[src/rtl/tpp_pkg.sv]
`timescale 1ns/1ps
package tpp_pkg;

    localparam int NPH     = 3;
    localparam int PRESC_W = 3;
    localparam int CTRL_W  = 8;

    localparam logic [1:0] ADDR_U    = 2'd0;
    localparam logic [1:0] ADDR_V    = 2'd1;
    localparam logic [1:0] ADDR_W    = 2'd2;
    localparam logic [1:0] ADDR_CTRL = 2'd3;

    typedef enum logic {
        CNT_UP   = 1'b0,
        CNT_DOWN = 1'b1
    } cnt_dir_t;

    // Control word, MSB first: ovr[7:5] (W,V,U), presc[4:2], narrow[1], center[0]
    typedef struct packed {
        logic [NPH-1:0]     ovr;
        logic [PRESC_W-1:0] presc;
        logic               narrow;
        logic               center;
    } tpp_ctrl_t;

endpackage

[src/rtl/tpp_prescaler.sv]
`timescale 1ns/1ps
module tpp_prescaler
    import tpp_pkg::*;
(
    input  logic               clk,
    input  logic               rst_n,
    input  logic               clk_en,
    input  logic [PRESC_W-1:0] code,
    output logic               tick
);

    logic [PRESC_W-1:0] pre_q;
    logic               at_last;

    // ">=" keeps the divider sane if the code shrinks mid-window
    assign at_last = (pre_q >= code);
    assign tick    = clk_en && at_last;

    always_ff @(posedge clk or negedge rst_n) begin
        if (!rst_n) begin
            pre_q <= '0;
        end else if (clk_en) begin
            if (at_last) begin
                pre_q <= '0;
            end else begin
                pre_q <= pre_q + PRESC_W'(1);
            end
        end
    end

endmodule

[src/rtl/tpp_counter.sv]
`timescale 1ns/1ps
module tpp_counter
    import tpp_pkg::*;
#(
    parameter int CW = 13
) (
    input  logic          clk,
    input  logic          rst_n,
    input  logic          tick,
    input  logic          center,
    input  logic [CW-1:0] max_val,
    output logic [CW-1:0] cnt,
    output logic          wrap
);

    localparam logic [CW-1:0] ONE = CW'(1);

    cnt_dir_t      state_q, state_d;
    logic [CW-1:0] cnt_q, cnt_d;
    logic          at_top;
    logic          at_bottom;

    assign at_top    = (cnt_q >= max_val);
    assign at_bottom = (cnt_q <= ONE);

    // State register
    always_ff @(posedge clk or negedge rst_n) begin
        if (!rst_n) begin
            state_q <= CNT_UP;
            cnt_q   <= '0;
        end else begin
            state_q <= state_d;
            cnt_q   <= cnt_d;
        end
    end

    // Next state and count
    always_comb begin
        state_d = state_q;
        cnt_d   = cnt_q;
        if (tick) begin
            unique case (state_q)
                CNT_UP: begin
                    if (at_top) begin
                        if (center) begin          // peak
                            state_d = CNT_DOWN;
                            cnt_d   = max_val - ONE;
                        end else begin             // wrap
                            cnt_d   = '0;
                        end
                    end else begin                 // climb
                        cnt_d = cnt_q + ONE;
                    end
                end
                CNT_DOWN: begin
                    if (at_bottom) begin           // bottom
                        state_d = CNT_UP;
                        cnt_d   = '0;
                    end else begin                 // descend
                        cnt_d = cnt_q - ONE;
                    end
                end
                default: begin
                    state_d = CNT_UP;
                    cnt_d   = '0;
                end
            endcase
        end
    end

    // Outputs
    always_comb begin
        cnt  = cnt_q;
        wrap = 1'b0;
        if (tick) begin
            unique case (state_q)
                CNT_UP:   wrap = at_top && !center;
                CNT_DOWN: wrap = at_bottom;
                default:  wrap = 1'b0;
            endcase
        end
    end

    AST_CNT_RANGE: assert property (@(posedge clk) disable iff (!rst_n)
        cnt_q <= max_val);

    AST_PEAK_TURN: assert property (@(posedge clk) disable iff (!rst_n)
        (state_q == CNT_DOWN && $past(state_q) == CNT_UP) |-> ($past(cnt_q) == $past(max_val)));

endmodule

[src/rtl/tpp_regs.sv]
`timescale 1ns/1ps
module tpp_regs
    import tpp_pkg::*;
#(
    parameter int REG_W = 16
) (
    input  logic                      clk,
    input  logic                      rst_n,
    input  logic                      wr_en,
    input  logic [1:0]                wr_addr,
    input  logic [REG_W-1:0]          wr_data,
    input  logic                      upd,
    output tpp_ctrl_t                 ctrl_act,
    output logic [NPH-1:0][REG_W-1:0] cmp_act
);

    tpp_ctrl_t                 ctrl_pre_q, ctrl_act_q;
    logic [NPH-1:0][REG_W-1:0] cmp_pre_q, cmp_act_q;
    logic                      wr_ctrl;
    logic                      unused_wr_hi;

    assign wr_ctrl      = wr_en && (wr_addr == ADDR_CTRL);
    assign unused_wr_hi = ^wr_data;

    // Compare preload and active words, one pair per phase
    for (genvar p = 0; p < NPH; p++) begin : g_cmp
        always_ff @(posedge clk or negedge rst_n) begin
            if (!rst_n) begin
                cmp_pre_q[p] <= '0;
                cmp_act_q[p] <= '0;
            end else begin
                if (upd) begin
                    cmp_act_q[p] <= cmp_pre_q[p];
                end
                if (wr_en && (wr_addr == 2'(p))) begin
                    cmp_pre_q[p] <= wr_data;
                end
            end
        end
    end

    // Control word: overrides self-clear on transfer, a same-cycle write wins
    always_ff @(posedge clk or negedge rst_n) begin
        if (!rst_n) begin
            ctrl_pre_q <= '0;
            ctrl_act_q <= '0;
        end else begin
            if (upd) begin
                ctrl_act_q     <= ctrl_pre_q;
                ctrl_pre_q.ovr <= '0;
            end
            if (wr_ctrl) begin
                ctrl_pre_q <= tpp_ctrl_t'(wr_data[CTRL_W-1:0]);
            end
        end
    end

    assign ctrl_act = ctrl_act_q;
    assign cmp_act  = cmp_act_q;

    AST_OVR_SELFCLEAR: assert property (@(posedge clk) disable iff (!rst_n)
        (upd && !wr_ctrl) |=> (ctrl_pre_q.ovr == '0));

    AST_ACT_HOLD: assert property (@(posedge clk) disable iff (!rst_n)
        !upd |=> ($stable(ctrl_act_q) && $stable(cmp_act_q)));

endmodule

[src/rtl/tpp_channel.sv]
`timescale 1ns/1ps
module tpp_channel #(
    parameter int REG_W    = 16,
    parameter int WIDE_W   = 13,
    parameter int NARROW_W = 8
) (
    input  logic [REG_W-1:0]  cmp_raw,
    input  logic              narrow,
    input  logic              ovr,
    input  logic [WIDE_W-1:0] cnt,
    output logic              pwm
);

    localparam int EW = WIDE_W + 1;

    logic [WIDE_W-1:0]   f_wide;
    logic [NARROW_W-1:0] f_narrow;
    logic [EW-1:0]       eff_wide, eff_narrow, eff;
    logic                unused_low;

    assign f_wide     = cmp_raw[REG_W-1 -: WIDE_W];
    assign f_narrow   = cmp_raw[REG_W-1 -: NARROW_W];
    assign unused_low = ^cmp_raw;

    // The override sits above the field's MSB, so it lifts the value past MAX
    assign eff_wide   = {ovr, f_wide};
    assign eff_narrow = EW'({ovr, f_narrow});
    assign eff        = narrow ? eff_narrow : eff_wide;

    assign pwm = ({1'b0, cnt} < eff);

endmodule

[src/rtl/tri_phase_pwm.sv]
`timescale 1ns/1ps
module tri_phase_pwm
    import tpp_pkg::*;
#(
    parameter int REG_W    = 16,
    parameter int WIDE_W   = 13,
    parameter int NARROW_W = 8
) (
    input  logic             clk,
    input  logic             rst_n,
    input  logic             clk_en,
    input  logic             wr_en,
    input  logic [1:0]       wr_addr,
    input  logic [REG_W-1:0] wr_data,
    output logic             pwm_u,
    output logic             pwm_v,
    output logic             pwm_w,
    output logic             upd_evt
);

    localparam logic [WIDE_W-1:0] MAX_WIDE   = '1;
    localparam logic [WIDE_W-1:0] MAX_NARROW = WIDE_W'((1 << NARROW_W) - 1);

    tpp_ctrl_t                 ctrl_act;
    logic [NPH-1:0][REG_W-1:0] cmp_act;
    logic [WIDE_W-1:0]         max_val;
    logic [WIDE_W-1:0]         cnt;
    logic                      tick;
    logic                      wrap;
    logic                      upd_q;
    logic [NPH-1:0]            pwm_vec;

    assign max_val = ctrl_act.narrow ? MAX_NARROW : MAX_WIDE;

    tpp_prescaler u_presc (
        .clk    (clk),
        .rst_n  (rst_n),
        .clk_en (clk_en),
        .code   (ctrl_act.presc),
        .tick   (tick)
    );

    tpp_counter #(.CW(WIDE_W)) u_cnt (
        .clk     (clk),
        .rst_n   (rst_n),
        .tick    (tick),
        .center  (ctrl_act.center),
        .max_val (max_val),
        .cnt     (cnt),
        .wrap    (wrap)
    );

    tpp_regs #(.REG_W(REG_W)) u_regs (
        .clk      (clk),
        .rst_n    (rst_n),
        .wr_en    (wr_en),
        .wr_addr  (wr_addr),
        .wr_data  (wr_data),
        .upd      (wrap),
        .ctrl_act (ctrl_act),
        .cmp_act  (cmp_act)
    );

    for (genvar p = 0; p < NPH; p++) begin : g_phase
        tpp_channel #(
            .REG_W    (REG_W),
            .WIDE_W   (WIDE_W),
            .NARROW_W (NARROW_W)
        ) u_ch (
            .cmp_raw (cmp_act[p]),
            .narrow  (ctrl_act.narrow),
            .ovr     (ctrl_act.ovr[p]),
            .cnt     (cnt),
            .pwm     (pwm_vec[p])
        );
    end

    always_ff @(posedge clk or negedge rst_n) begin
        if (!rst_n) begin
            upd_q <= 1'b0;
        end else begin
            upd_q <= wrap;
        end
    end

    assign pwm_u   = pwm_vec[0];
    assign pwm_v   = pwm_vec[1];
    assign pwm_w   = pwm_vec[2];
    assign upd_evt = upd_q;

    AST_FREEZE: assert property (@(posedge clk) disable iff (!rst_n)
        !clk_en |=> $stable(cnt));

    AST_UPD_PULSE: assert property (@(posedge clk) disable iff (!rst_n)
        upd_evt |=> !upd_evt);

endmodule

[config.mk]
export PLATFORM = sky130hd
export DESIGN_NAME = tri_phase_pwm
export DESIGN_NICKNAME = d
export VERILOG_FILES = /design/src/rtl/tpp_pkg.sv /design/src/rtl/tpp_prescaler.sv /design/src/rtl/tpp_counter.sv /design/src/rtl/tpp_regs.sv /design/src/rtl/tpp_channel.sv /design/src/rtl/tri_phase_pwm.sv
export SDC_FILE = /design/constraint.sdc
export NUM_CORES = 1
export LEC_CHECK = 0
export CAP_MARGIN = 30
export CORE_MARGIN = 10
export CORE_UTILIZATION = 55
export DETAILED_ROUTE_END_ITERATION = 6
export PLACE_DENSITY = 0.76
export SLEW_MARGIN = 15
export SYNTH_ARGS = -nofsm -noshare
export SYNTH_HDL_FRONTEND = slang
export SYNTH_SLANG_ARGS = --single-unit
[constraint.sdc]
create_clock -name clk -period 6.7 [get_ports clk]
set_clock_uncertainty 0.15 [all_clocks]
set_input_delay 1.34 -clock clk [delete_from_list [all_inputs] [get_ports clk]]
set_output_delay 1.34 -clock clk [all_outputs]
set_load 0.02 [all_outputs]
# After elaboration in Yosys (flattened, before gate mapping)
# Index checks and enable logic that the tools add are counted.
# op_classes
reduce_logical	9
n_addsub	4
n_eq_ne	3
n_lt_le_gt_ge	6
n_mux	17
bitwise_logic	1
# ops
operator	count
2-to-1 mux 13 bit	4
< comparator 13 x 14 -> 1 bit	3
2-to-1 mux 14 bit	3
one-hot mux 13 bit (2 select lines)	1
subtractor 13 x 1 -> 13 bit, second input constant	2
adder 13 x 1 -> 13 bit, second input constant	1
>= comparator 13 bit	1
<= comparator 13 x 1 -> 1 bit, second input constant	1
2-to-1 mux 8 bit	1
logical AND 1 bit	6
2-to-1 mux 3 bit	2
equality test 2 bit, second input constant	2
2-to-1 mux 1 bit	4
one-hot mux 1 bit (2 select lines)	2
adder 3 x 1 -> 3 bit, second input constant	1
>= comparator 3 bit	1
equality test 2 x 1 -> 1 bit, second input constant	1
zero test 2 bit	1
nonzero test 2 bit	1
zero test 1 bit	1
inverter 1 bit	1
# totals
reg_bits	130
output_inout_bits	4
wordCells	58
inputBits	22

# Depth between registers and ports, before layout
# logic_depth
depth_word	7
mapped_depth	10
depth_no_buf	7

# Hierarchy
# From an unflattened synthesis, not the netlist that was laid out.
# unflattened
cells_unflattened	634
area_unflattened_um2	7432.1
# by_module_without_submodules
mod	area_each_um2	seq_area_each_um2	cells_per_inst	n_inst
tpp_regs	4192.8	2802.7	241	1
tpp_counter	1789.2	350.3	232	1
tpp_channel at g_phase[1].u_ch ...	406.6	0.0	45	2
tpp_channel at g_phase[0].u_ch	387.9	0.0	44	1
tpp_prescaler	216.5	75.1	24	1
tri_phase_pwm	32.5	25.0	3	1

# Least setup slack after synthesis
# Ideal clock, no wire load.
# synth_timing
path_type	flip-flop to output port
from	reg u_regs.ctrl_act_q (netlist bit u_regs.ctrl_act[1])
to	out pwm_u
required_time_ps	5210
stages_incl_launch_ff	11
n_path_buf	3
t_arrival_ps	2905
setup_slack_ps	2305
path_cell_list	dfrtp_1 > clkbuf_1 > clkbuf_1 > buf_1 > mux2i_1 > ha_1 > a21o_1 > a21o_1 > a211oi_1 > o21ai_0 > a22oi_1
# synth_via
elab_chain_cells	2
# synth_lines
item	line	source
start: declaration	tpp_regs.sv:17	tpp_ctrl_t ctrl_pre_q, ctrl_act_q;
start signal: assignment	tpp_regs.sv:49	ctrl_act_q <= ctrl_pre_q;
2-to-1 mux 14 bit	tpp_channel.sv:28	assign eff = narrow ? eff_narrow : eff_wide;
< comparator 13 x 14 -> 1 bit	tpp_channel.sv:30	assign pwm = ({1'b0, cnt} < eff);
end: declaration	tri_phase_pwm.sv:15	output logic pwm_u,
# Every way passes these cells.

# Worst setup path in the final report
# Ends and elaborated chain as after synthesis.

==> impl_metrics.yaml <==
sta:
  max_freq_ghz: 0.207
  slew_violations: 0
  setup_viol: 0
  worstMarginPinSlew_ps: 927
  period_share: 0.720
  rsz0062_at_grt: "false"
  holdWs_ps: 333
  maxSlewHeadroom: 0.380
  setup_tns_ps: 0
  worst_slack_ps: 1870
  min_period_ps: 4830
  hold_viol: 0
critical_path:
  reg2reg_to: "u_regs.cmp_act[28]$_DFFE_PN0P_"
  startpoint: "u_regs.ctrl_act[1]$_DFFE_PN0P_"
  crit_path_end_kind: "output pin"
  worstSetupEndpoint: "pwm_u"
  r2r_cells: 7
  arrival_ps: 3340
  r2r_slack_ps: 2990
  cp.required_ps: 5210
  worstPathMaxFanout: 26
  critPathKind: "flop to output pin"
  r2r_start: "u_cnt.cnt[4]$_DFFE_PN0P_"
  cp-start-kind: "flop"
placement:
  io_buffers: 25
  post-dp-hpwl_mm: 9.76
  place_ws_ps: 2100
  gp_congestion: 0.928
yosys:
  synth-edff-count: 0
  syn_avg_cell_area_um2: 11.3
  synth-main-ff-cell: "dfrtp_1"
  ys_ff_latch: 112
  synth_warnings: 0
  netlist_area_um2: 6280
  synth_nets: 628
  yosysUniqueCellTypes: 50
  synthArstFlopShare: 1.00
  syn_inst: 558
  ys_seq_area_frac: 0.446
hold_path:
  hold_path_startpoint: "u_regs.cmp_pre_q[21]$_DFFE_PN0P_"
  hold_path.class: "flop to flop"
clocking:
  numCtsBuffers: 9
  cts_setup_buffers: 0
  htreeDepth: 3
  root_buffer: "clkbuf_16"
  cts_sinks: 112
  cts_buffer_depth: 2
  clkLatencyLatePin_ps: 350
  cts_hold_buf: 0
  cts_tree: "done"
  clk_pin_slew_ps: 80
  cts_resized: 0
grt:
  grt_overflow_total: 0
  grt_use_met2: 0.289
  grt_use_met3: 0.0371
  use_met1: 0.222
  antenna_found_initial: 0
  grt_busiest_layer: "met2"
  grt_pass1_wl_mm: 22.9
  grt_pass1_vias: 4514
  grt_max_degree: 61
  grt_usage: 0.175
floorplan:
  start_util: 0.569
  ioPinCount: 26
  coreArea_um2: 11000
  die_area_um2: 16100
  dieHeight_um: 127
  die_w_um: 127
  std_cell_rows: 38
routing:
  via_count: 4404
  drtIter0Drc: 250
  drtPass1Iterations: 5
  drt-wirelength-per-cell_um: 19.6
  drcViolationCount: 0
  postRouteAntennaNets: 0
  avgViaCountPerCell: 6.15
  totalWireLength_mm: 14.0
finish:
  drive_above_1_share: 0.118
  area_growth_pct: 10.6
  final_cell_mix: "dfrtp_1 (111), ha_1 (48), mux2_1 (46), nor2_1 (39), mux2_2 (38)"
  layout_commonest_cell: "dfrtp_1"
  final_nets: 641
  diodes: 0
power:
  peakVddDrop_mv: 0.277
  power_uw: 2070
  leakagePower_uw: 0.00304
  p_per_area_nw_per_um2: 298
flow_run:
  cap_violations: 0
status:
  run_status: "finished clean"
==> layout make-up <==
class / instances / area [um2]
clock inverter: 6 / 61.3
clock buffer: 10 / 239
multi-input combinational: 404 / 3280
inverter: 13 / 48.8
fill: 888 / 4080
tap: 140 / 175
timing repair buffer: 31 / 337
sequential: 112 / 2800
==> worst min-delay path by stage <==
stage | slack [ps] | endpoint | cells past startpoint
3_3_place_gp | 310 | u_regs.cmp_pre_q[39]$_DFFE_PN0P_ | 2
3_5_place_dp | 320 | u_regs.cmp_pre_q[21]$_DFFE_PN0P_ | 2
5_1_grt | 360 | u_regs.cmp_act[36]$_DFFE_PN0P_ | 1
4_1_cts | 340 | u_regs.cmp_pre_q[21]$_DFFE_PN0P_ | 2
2_1_floorplan | 300 | u_regs.cmp_pre_q[21]$_DFFE_PN0P_ | 2
6_report | 330 | u_regs.cmp_pre_q[21]$_DFFE_PN0P_ | 2
==> state kept, by name, indices dropped and copies added, names as in the netlist <==
register / cells
u_regs.cmp_act: 39
u_regs.ctrl_act: 8
u_presc.pre_q: 3
u_cnt.state_q: 1
u_cnt.cnt: 13
u_regs.cmp_pre_q: 39
upd_evt: 1
u_regs.ctrl_pre_q: 8
==> worst max-delay path, cell delays in order (launching register included) <==
cell and delay [ps]:
dfrtp_2 740, buf_16 250, mux2i_1 220, ha_1 270, a21o_1 190, a21o_1 170
a211oi_1 200, o21ai_0 110, a22oi_1 170, clkdlybuf4s50_1 650
==> routing by layer <==
metal / part of all wire / wire (um)
met5: 0 / 0
met4: 0.019 / 270
met3: 0.053 / 749
met2: 0.48 / 6730
met1: 0.45 / 6280
==> cells by family (layout without fill, tap and decap cells) <==
kind of cell / count (synthesis) / in the layout / synth area share
flops: 112 / 112 / 0.446
fa+ha+maj: 48 / 48 / 0.0957
xor+xnor: 8 / 8 / 0.0112
buf+inv: 42 / 60 / 0.0317
mux: 111 / 111 / 0.194
simple gates: 136 / 136 / 0.112
compound gates: 101 / 101 / 0.109
==> Yosys cell counts, drive strengths merged, types with 4 or more instances <==
| library cell | count | area [um2] |
|---|---|---|
| nand4 | 7 | 43.8 |
| buf | 10 | 78.8 |
| a211oi | 8 | 60.1 |
| xor2 | 4 | 35.0 |
| ha | 48 | 601 |
| o2bb2ai | 4 | 35.0 |
| a21o | 7 | 52.6 |
| o211ai | 13 | 97.6 |
| mux2 | 84 | 946 |
| nand2b | 13 | 81.3 |
| nor3 | 8 | 40.0 |
| or3 | 7 | 43.8 |
| nor2 | 40 | 158 |
| dfrtp | 112 | 2800 |
| nand3 | 10 | 55.1 |
| nor4 | 7 | 43.8 |
| o21ai | 36 | 180 |
| clkbuf | 19 | 71.3 |
| or4 | 7 | 52.6 |
| a21oi | 7 | 35.0 |
| nor2b | 5 | 31.3 |
| inv | 13 | 48.8 |
| nand2 | 23 | 86.3 |
| xnor2 | 4 | 35.0 |
| mux2i | 27 | 270 |
==> metrics by stage <==
| stage | cell area [um2] | utilization | instances |
|---|---|---|---|
| CTS | 6910 | 0.626 | 714 |
| finish | 6950 | 0.630 | 716 |
| floorplan | 6280 | - | 558 |
| global placement | 6570 | 0.596 | 696 |
| detailed placement | 6610 | 0.599 | 698 |
| global route | 6950 | 0.630 | 716 |
==> report_power, final <==
| group | leakage [uW] | internal [uW] | total [uW] | switching (uW) |
|---|---|---|---|---|
| Clock | 0.000144 | 272 | 533 | 261 |
| Combinational | 0.00146 | 285 | 580 | 296 |
| Sequential | 0.00144 | 780 | 960 | 180 |
| Total | 0.00304 | 1340 | 2070 | 737 |
No activity file was read; power rests on OpenSTA's default activity.
